==> config.mk <==
export PLATFORM = sky130hd
export DESIGN_NAME = sram_write_ctl
export DESIGN_NICKNAME = d
export VERILOG_FILES = /design/src/rtl/sram_write_pkg.sv /design/src/rtl/sram_write_path.sv /design/src/rtl/sram_write_seq.sv /design/src/rtl/sram_write_ctl.sv
export SDC_FILE = /design/constraint.sdc
export NUM_CORES = 1
export LEC_CHECK = 0
export ABC_AREA = 1
export BUFFER_PORTS_ARGS = -buffer_cell sky130_fd_sc_hd__buf_2
export CAP_MARGIN = 5
export CORE_MARGIN = 2
export CORE_UTILIZATION = 50
export CTS_CLUSTER_DIAMETER = 80
export DETAILED_ROUTE_END_ITERATION = 6
export PLACE_DENSITY = 0.7
export SYNTH_ARGS = -nofsm -noshare
export SYNTH_HDL_FRONTEND = slang
export SYNTH_SLANG_ARGS = --single-unit
==> constraint.sdc <==
create_clock -name clk -period 3.4 [get_ports clk]
set_clock_uncertainty 0.05 [all_clocks]
set_input_delay 1.02 -clock clk [delete_from_list [all_inputs] [get_ports clk]]
set_output_delay 1.02 -clock clk [all_outputs]
set_load 0.05 [all_outputs]
==> src/rtl/sram_write_pkg.sv <==
package sram_write_pkg;

  localparam int MEM_AW = 24;
  localparam int DATA_W = 16;
  localparam int BANK_W = 2;
  localparam int BANKS  = 1 << BANK_W;
  localparam int LANES  = DATA_W / 8;
  localparam int REQ_AW = MEM_AW + BANK_W;

  // one posted write, ready to be replayed on the memory bus
  typedef struct packed {
    logic [MEM_AW-1:0] addr;
    logic [BANK_W-1:0] bank;
    logic [LANES-1:0]  beN;
    logic [DATA_W-1:0] data;
  } wr_entry_t;

  // strobes from the sequencer to the datapath
  typedef struct packed {
    logic popHead;     // load queue head into the bus registers
    logic selectOn;    // chip select, lane enables and write enable low
    logic driveData;   // data bus enabled
    logic releaseBus;  // clear the bus registers at end of cycle
  } path_stb_t;

  typedef enum logic [1:0] {
    ST_IDLE,
    ST_SETUP,
    ST_HOLD,
    ST_RECOV
  } cyc_state_e;

endpackage

==> src/rtl/sram_write_path.sv <==
module sram_write_path
  import sram_write_pkg::*;
#(
  parameter int QDEPTH = 4
) (
  input  logic              clk,
  input  logic              rstN,
  input  logic              reqValid,
  input  logic [REQ_AW-1:0] reqAddr,
  input  logic              reqHalf,
  input  logic [DATA_W-1:0] wrData,
  input  path_stb_t         stb,
  output logic              reqReady,
  output logic              qEmpty,
  output logic [BANK_W-1:0] curBank,
  output logic [MEM_AW-1:0] memAddr,
  output logic [DATA_W-1:0] memData,
  output logic              memDataOe,
  output logic [BANKS-1:0]  memCsN,
  output logic [LANES-1:0]  memBeN,
  output logic              memWeN
);

  localparam int PTR_W = (QDEPTH > 1) ? $clog2(QDEPTH) : 1;
  localparam int CNT_W = $clog2(QDEPTH + 1);

  logic              pendValid;
  logic [REQ_AW-1:0] pendAddr;
  logic              pendHalf;
  logic              accept;
  wr_entry_t         newEntry;

  wr_entry_t         fifoMem [QDEPTH];
  logic [PTR_W-1:0]  wrPtr, rdPtr;
  logic [CNT_W-1:0]  count;
  logic [CNT_W:0]    occupancy;

  wr_entry_t         cur;

  assign accept = reqValid && reqReady;

  // address phase register: data follows one cycle later
  always_ff @(posedge clk) begin
    if (!rstN) begin
      pendValid <= 1'b0;
      pendAddr  <= '0;
      pendHalf  <= 1'b0;
    end else begin
      pendValid <= accept;
      if (accept) begin
        pendAddr <= reqAddr;
        pendHalf <= reqHalf;
      end
    end
  end

  always_comb begin
    newEntry.addr = pendAddr[MEM_AW-1:0];
    newEntry.bank = pendAddr[REQ_AW-1 -: BANK_W];
    newEntry.data = wrData;
    if (pendHalf)         newEntry.beN = '0;
    else if (pendAddr[0]) newEntry.beN = 2'b01;
    else                  newEntry.beN = 2'b10;
  end

  // posted-write queue
  always_ff @(posedge clk) begin
    if (pendValid) fifoMem[wrPtr] <= newEntry;
  end

  always_ff @(posedge clk) begin
    if (!rstN) begin
      wrPtr <= '0;
      rdPtr <= '0;
      count <= '0;
    end else begin
      if (pendValid)
        wrPtr <= (wrPtr == PTR_W'(QDEPTH - 1)) ? '0 : wrPtr + PTR_W'(1);
      if (stb.popHead)
        rdPtr <= (rdPtr == PTR_W'(QDEPTH - 1)) ? '0 : rdPtr + PTR_W'(1);
      count <= count + CNT_W'(pendValid) - CNT_W'(stb.popHead);
    end
  end

  assign occupancy = {1'b0, count} + (CNT_W+1)'(pendValid);
  assign reqReady  = occupancy < (CNT_W+1)'(QDEPTH);
  assign qEmpty    = (count == '0);

  // bus-side holding registers
  always_ff @(posedge clk) begin
    if (!rstN)               cur <= '0;
    else if (stb.popHead)    cur <= fifoMem[rdPtr];
    else if (stb.releaseBus) cur <= '0;
  end

  assign curBank   = cur.bank;
  assign memAddr   = cur.addr;
  assign memDataOe = stb.driveData;
  assign memData   = stb.driveData ? cur.data : '0;
  assign memWeN    = ~stb.selectOn;
  assign memBeN    = stb.selectOn ? cur.beN : '1;

  for (genvar b = 0; b < BANKS; b++) begin : g_cs
    assign memCsN[b] = ~(stb.selectOn && (cur.bank == BANK_W'(b)));
  end

endmodule

==> src/rtl/sram_write_seq.sv <==
module sram_write_seq
  import sram_write_pkg::*;
#(
  parameter int WCFG_W = 5
) (
  input  logic                    clk,
  input  logic                    rstN,
  input  logic                    qEmpty,
  input  logic [BANK_W-1:0]       curBank,
  input  logic [BANKS*WCFG_W-1:0] waitCfg,
  input  logic                    memWaitN,
  output path_stb_t               stb
);

  localparam int HCNT_W = WCFG_W + 1;

  cyc_state_e        state;
  logic [HCNT_W-1:0] holdCnt;
  logic [WCFG_W-1:0] cfgVal;
  logic [HCNT_W-1:0] needN;
  logic              holdDone;

  assign cfgVal   = waitCfg[curBank*WCFG_W +: WCFG_W];
  assign needN    = {1'b0, cfgVal} + HCNT_W'(1);
  assign holdDone = (holdCnt >= needN) && memWaitN;

  always_ff @(posedge clk) begin
    if (!rstN) begin
      state   <= ST_IDLE;
      holdCnt <= '0;
    end else begin
      case (state)
        ST_IDLE:  if (!qEmpty) state <= ST_SETUP;
        ST_SETUP: begin
          state   <= ST_HOLD;
          holdCnt <= HCNT_W'(1);
        end
        ST_HOLD: begin
          if (holdDone)            state   <= ST_RECOV;
          else if (holdCnt < needN) holdCnt <= holdCnt + HCNT_W'(1);
        end
        ST_RECOV: state <= ST_IDLE;
        default:  state <= ST_IDLE;
      endcase
    end
  end

  always_comb begin
    stb.popHead    = (state == ST_IDLE) && !qEmpty;
    stb.selectOn   = (state == ST_HOLD);
    stb.driveData  = (state == ST_HOLD) || (state == ST_RECOV);
    stb.releaseBus = (state == ST_RECOV);
  end

endmodule

==> src/rtl/sram_write_ctl.sv <==
module sram_write_ctl
  import sram_write_pkg::*;
#(
  parameter int QDEPTH = 4,
  parameter int WCFG_W = 5
) (
  input  logic                    clk,
  input  logic                    rstN,
  input  logic                    reqValid,
  input  logic [REQ_AW-1:0]       reqAddr,
  input  logic                    reqHalf,
  input  logic [DATA_W-1:0]       wrData,
  output logic                    reqReady,
  input  logic [BANKS*WCFG_W-1:0] waitCfg,
  input  logic                    memWaitN,
  output logic [MEM_AW-1:0]       memAddr,
  output logic [DATA_W-1:0]       memData,
  output logic                    memDataOe,
  output logic [BANKS-1:0]        memCsN,
  output logic [LANES-1:0]        memBeN,
  output logic                    memWeN
);

  path_stb_t         stb;
  logic              qEmpty;
  logic [BANK_W-1:0] curBank;

  sram_write_seq #(.WCFG_W(WCFG_W)) seq_i (
    .clk      (clk),
    .rstN     (rstN),
    .qEmpty   (qEmpty),
    .curBank  (curBank),
    .waitCfg  (waitCfg),
    .memWaitN (memWaitN),
    .stb      (stb)
  );

  sram_write_path #(.QDEPTH(QDEPTH)) path_i (
    .clk       (clk),
    .rstN      (rstN),
    .reqValid  (reqValid),
    .reqAddr   (reqAddr),
    .reqHalf   (reqHalf),
    .wrData    (wrData),
    .stb       (stb),
    .reqReady  (reqReady),
    .qEmpty    (qEmpty),
    .curBank   (curBank),
    .memAddr   (memAddr),
    .memData   (memData),
    .memDataOe (memDataOe),
    .memCsN    (memCsN),
    .memBeN    (memBeN),
    .memWeN    (memWeN)
  );

endmodule

======== Word level (Yosys, flattened, before mapping) ========
Memories as Yosys holds them, arrays and structs flattened. A register that Yosys moved wholly into a read port is not among the register bits.
Cells that the tools add are included.
word-level totals
  bits in writable memories ............... 176
  word-level logic and storage cells ...... 76
  input port bits ......................... 67
  register bits ........................... 87
  memories kept ........................... 1
memories
  name            depth  width  read ports  clocked after memory_dff  wr ports  line                   RTL
  path_i.fifoMem  4      44     1           1                         1         sram_write_path.sv:33  wr_entry_t fifoMem [QDEPTH];
operators by class
  muxes and demuxes ....................... 18
  bitwise operators ....................... 5
  equality and inequality tests ........... 12
  $mul .................................... 1
  magnitude comparators ................... 3
  shift-type cells ........................ 1
  $add $sub $neg .......................... 7
  reduce and logical (&&, ||, !) cells .... 16
operators by type and width
  operator                                                               number
  44-bit 2-to-1 mux                                                      2
  20-bit by 6-bit variable part select with 5-bit output                 1
  2-bit 2-to-1 mux                                                       9
  16-bit 2-to-1 mux                                                      1
  2-bit equality test, second input constant                             6
  6-bit 2-to-1 mux                                                       2
  6-bit case mux with 2 select lines                                     1
  2-bit inequality test, second input constant                           4
  2-bit case mux with 4 select lines                                     1
  1-bit logical AND                                                      7
  5-bit by 1-bit adder with 6-bit output, second input constant          1
  6-bit by 1-bit adder with 6-bit output, second input constant          1
  6-bit >= comparator                                                    1
  6-bit < comparator                                                     1
  2-bit by 3-bit multiplier with 5-bit output, second input constant     1
  1-bit NOT                                                              5
  2-bit by 1-bit adder with 2-bit output, second input constant          2
  3-bit by 1-bit adder with 4-bit output                                 1
  2-bit by 1-bit equality test with 1-bit output, second input constant  2
  2-bit logical NOT                                                      2
  4-bit by 3-bit < comparator with 1-bit output, second input constant   1
  2-bit nonzero test                                                     2
  3-bit by 1-bit adder with 3-bit output                                 1
  3-bit logical NOT                                                      1
  other kinds (6)                                                        7

======== Longest topological paths before layout ========
  word-level depth ........................ 7
  depth in mapped cells ................... 20
  mapped depth without buffers ............ 20

======== Modules after synthesis ========
A second synthesis with hierarchy kept.
unflattened totals
  cells, all modules ...................... 1,164
  area total of the unflattened synthesis .. 11,222.0 um^2
by module, submodules not included
  module           instances  cells each  area each (um^2)
  sram_write_path  1          1,008       10,232.3
  sram_write_seq   1          156         989.7

======== Worst setup path before layout ========
OpenSTA, ideal clock, no wires.
  kind .................................... input-to-reg
  from .................................... in waitCfg[16]
  to ...................................... reg seq_i.holdCnt[0]
  arrival time ............................ 2.967 ns
  setup time .............................. 0.116 ns
  setup slack ............................. 0.267 ns
  stages .................................. 16
  data required time ...................... 3.234 ns
  buffers on the path ..................... 0
  cell sequence ........................... inv_1 > nor2_1 > nor3_1 > inv_1 > ha_1 > nand3_1 > xor2_1 > ha_1 > nand2_1 > nor2_1 > nand2_1 > inv_1 > nor2_1 > o211ai_1 > o21ai_0 > nor2_1
on the way
  longest elaborated chain between the ends .. 6
  elaborated cells between the ends (all ways) .. 8
  classes of those cells .................. 1 x add/sub; 2 x order compare; 2 x eq/ne; 1 x shift; 2 x reduce/logical
RTL lines
  element                                                     line                  RTL
  start, declared                                             sram_write_ctl.sv:14  input logic [BANKS*WCFG_W-1:0] waitCfg,
  20-bit by 6-bit variable part select with 5-bit output (*)  sram_write_seq.sv:23  assign cfgVal = waitCfg[curBank*WCFG_W +: WCFG_W];
  5-bit by 1-bit adder with 6-bit output (*)                  sram_write_seq.sv:24  assign needN = {1'b0, cfgVal} + HCNT_W'(1);
  6-bit >= comparator                                         sram_write_seq.sv:25  assign holdDone = (holdCnt >= needN) && memWaitN;
  1-bit logical AND                                           sram_write_seq.sv:25
  2-bit inequality test (no source line)                      -
  3-bit AND reduction (no source line) (*)                    -
  end signal, assigned                                        sram_write_seq.sv:40  else if (holdCnt < needN) holdCnt <= holdCnt + HCNT_W'(1);
  end, declared                                               sram_write_seq.sv:18  logic [HCNT_W-1:0] holdCnt;
Mark *: on every way between the ends. The rest lies on a longest branch, timed or not.
A chain may end at the register's enable or synchronous reset.

======== Final worst setup path ========
  from .................................... reg seq_i.state[0]
  to ...................................... out memData[0]
on the way
  longest elaborated chain between the ends .. 3
  elaborated cells between the ends (all ways) .. 4
  classes of those cells .................. 2 x eq/ne; 1 x mux; 1 x reduce/logical
RTL lines
  element                 line                   RTL
  start, declared         sram_write_seq.sv:17   cyc_state_e state;
  start signal, assigned  sram_write_seq.sv:29   state <= ST_IDLE;
  start signal, assigned  sram_write_seq.sv:33   ST_IDLE: if (!qEmpty) state <= ST_SETUP;
  start signal, assigned  sram_write_seq.sv:35   state <= ST_HOLD;
  2-bit equality test     sram_write_seq.sv:51   stb.driveData = (state == ST_HOLD) || (state == ST_RECOV);
  1-bit logical OR (*)    sram_write_seq.sv:51
  16-bit 2-to-1 mux (*)   sram_write_path.sv:99  assign memData = stb.driveData ? cur.data : '0;
  end, declared           sram_write_ctl.sv:17   output logic [DATA_W-1:0] memData,
Marks and branches as above.

==> results.json <==
{
  "clk_pin_slew_ps": 60,
  "drt_first_pass_iters": 5,
  "grt_usage_pct": 20.2,
  "synth_top_area_cell": "edfxtp_1",
  "crit_type": "reg -> out",
  "fin_nets": 1186,
  "drtIter0Drc": 440,
  "fin_crit_ps": 3130,
  "start_util_pct": 51.2,
  "yosys_warnings": 0,
  "rows": 53,
  "met1_length_um": 10300,
  "grt-ovfl-total": 0,
  "ys_types": 32,
  "rsz0062_at_grt": "false",
  "hp-class": "reg -> reg",
  "post_cts_buffers": 0,
  "antenna_left": 0,
  "clk_latency_ps": 530,
  "grt_pass1_vias": 6996,
  "crit_required_ps": 2330,
  "cts_inserted_buffers": 27,
  "synth_nets": 1100,
  "coreArea_um2": 21200,
  "p_leak_nw": 4.71,
  "drive_above_1_share_pct": 18.8,
  "worst_slew_pin_slew_ps": 897,
  "seq_area_frac_synth_pct": 65.2,
  "cp_data_arrival_time_ps": 2060,
  "vias": 7439,
  "ios": 116,
  "utilization_pct": 58.4,
  "root_buffer": "clkbuf_16",
  "die_y_um": 151,
  "grt_first_pass_wirelength_um": 36200,
  "place.port_buffers": 115,
  "fmax_mhz": 319,
  "synth_edf_count": 176,
  "cts_hold_buf": 0,
  "synth-seq-cells": 265,
  "area_growth_pct": 14.0,
  "fill_cells": 1725,
  "clock_path_buffers": 3,
  "async_flop_share_pct": 0,
  "syn_area_um2": 10800,
  "antenna_found_initial": 0,
  "dpl.cell_count": 1344,
  "routabilityCongestion": 0.801,
  "relSlewSlack_pct": 40.2,
  "die_area_um2": 22900,
  "cp-start-kind": "flip-flop",
  "wire_per_inst_um": 16.6,
  "syn_inst": 1012,
  "htree_levels": 1,
  "synth_top_area_share_pct": 48.8,
  "setup_tns_ps": 0,
  "ys.flop_type": "edfxtp_1",
  "top_layer_used": "met4",
  "setup_ws_ps": 268,
  "finalNonFillerCells": 1394,
  "ir_worst_vdd_mv": 0.467,
  "slew_viol_final": 0,
  "syn_area_per_cell_um2": 10.7,
  "wl_um": 23200,
  "status": "finished clean",
  "cts.sinks": 265,
  "synthTopCellsByArea": "edfxtp_1 49%, dfxtp_1 16%, nor2_1 5.9%",
  "dp_slack_ps": 72.5,
  "routed-wl-met2_um": 11200,
  "endpoint_kind": "primary output",
  "timing_hold_violations_final": 0,
  "routed_via_density": 5.34,
  "maxCapViolCount": 0,
  "setup_viol": 0,
  "grt_max_degree": 89,
  "dr_wl_met3_um": 1330,
  "antennaDiodeCount": 0,
  "dp_hpwl_um": 13800,
  "cts-resized-gates": 0,
  "crit_fanout": 17,
  "min_period_over_period_pct": 92.1,
  "die-width_um": 151,
  "p_per_area_nw_per_um2": 854,
  "drc": 0,
  "tritoncts": "built",
  "power_mw": 10.5
}
-- stage by stage --
stage	instance area (um^2)	hold slack (ps)
finish	12300	411
global route	12300	431
global placement	11500	402
CTS	12300	412
detailed placement	11500	403
floorplan	10800	390
-- cell usage after synthesis (2+ instances only) --
master,number
dfxtp_1,89
nand2_1,155
edfxtp_1,176
or2_2,2
a21oi_1,73
buf_2,16
xor2_1,4
o32ai_1,44
clkbuf_1,34
o21ai_0,50
nand3_1,45
ha_1,20
buf_4,27
inv_2,3
a21oi_2,10
xnor2_1,3
nor3_1,2
nor2_1,169
buf_1,2
o2111ai_1,5
nand2_2,11
a22oi_1,2
inv_1,61
-- cell usage in the layout, fill, tap and decap left out, drive strengths merged --
master    Yosys  layout
nand4         1       1
nor2        170     170
o32ai        44      44
bufinv        0       2
or2           2       2
o21ai        50      50
buf          47     138
nand3        45      45
clkbuf       34      43
clkinvlp      0       1
a21oi        84      84
a22oi         2       2
fa            1       1
ha           20      20
inv          64      63
nor3          3       3
clkinv        0       5
nand2       166     166
o2111ai       5       5
dfxtp        89      89
edfxtp      176     176
xnor2         3       3
o211ai        1       1
o211a         1       1
xor2          4       4
-- where the power goes --
group | internal [mW] | total (mW) | leakage (nW) | switching (mW)
combinational | 1.05 | 3.53 | 1.94 | 2.48
clock | 1.67 | 2.83 | 0.408 | 1.16
sequential | 3.88 | 4.18 | 2.36 | 0.294
-- worst max-delay path: stages, from the launching register on --
cell and delay, ps:
dfxtp_1 330, inv_1 100, ha_1 330, nor2_1 110
buf_4 210, nor2_1 150, buf_2 280
-- logic make-up (layout without fill, tap and decap cells) --
family                   Yosys count  in the layout  synth area share, %
XOR/XNOR                           7              7                0.566
flip-flops                       265            265                 65.2
AO/OA/AOI/OAI                    187            187                 10.9
AND/OR/NAND/NOR                  387            387                 14.4
buffers and inverters            145            252                 6.37
adder cells (fa/ha/maj)           21             21                 2.50
-- final timing paths --
check / to / slack (ps) / cells after the start / startpoint
worst min-delay path: path_i.memAddr[20] / 410 / 2 / path_i.memAddr[20]
worst max register to register: seq_i.holdCnt[0] / 580 / 20 / path_i.curBank[1]
worst max-delay path: memData[0] / 270 / 6 / seq_i.state[0]
worst min register to register: path_i.memAddr[20] / 410 / 2 / path_i.memAddr[20]
-- layout make-up --
class	instances	area (um^2)	area share [%]
clock inverters	7	91.3	0.740
repair buffers	138	761	6.16
well taps	275	344	2.79
inverters	64	243	1.97
multi-input cells	602	3080	24.9
flip-flops and latches	265	7070	57.3
clock buffers	43	756	6.12
-- layer usage --
metal / global-route usage [%] / vias to the layer above
li1: - / 3631
met1: 27.3 / 3570
met2: 34.7 / 203
met3: 3.22 / 35
met4: 4.77 / 0
met5: 0 / -
-- flip-flops by register name, indices dropped and copies added, names as in the netlist, named ones only --
name,count
path_i.fifoMem,176
seq_i.holdCnt,6
seq_i.state,2
path_i.pendValid,1
path_i.count,3
path_i.memAddr,24
path_i.curBank,2
path_i.wrPtr,2
path_i.rdPtr,2
path_i.pendAddr,26
path_i.cur,18
path_i.pendHalf,1
Power figures use the tool's default switching activity.
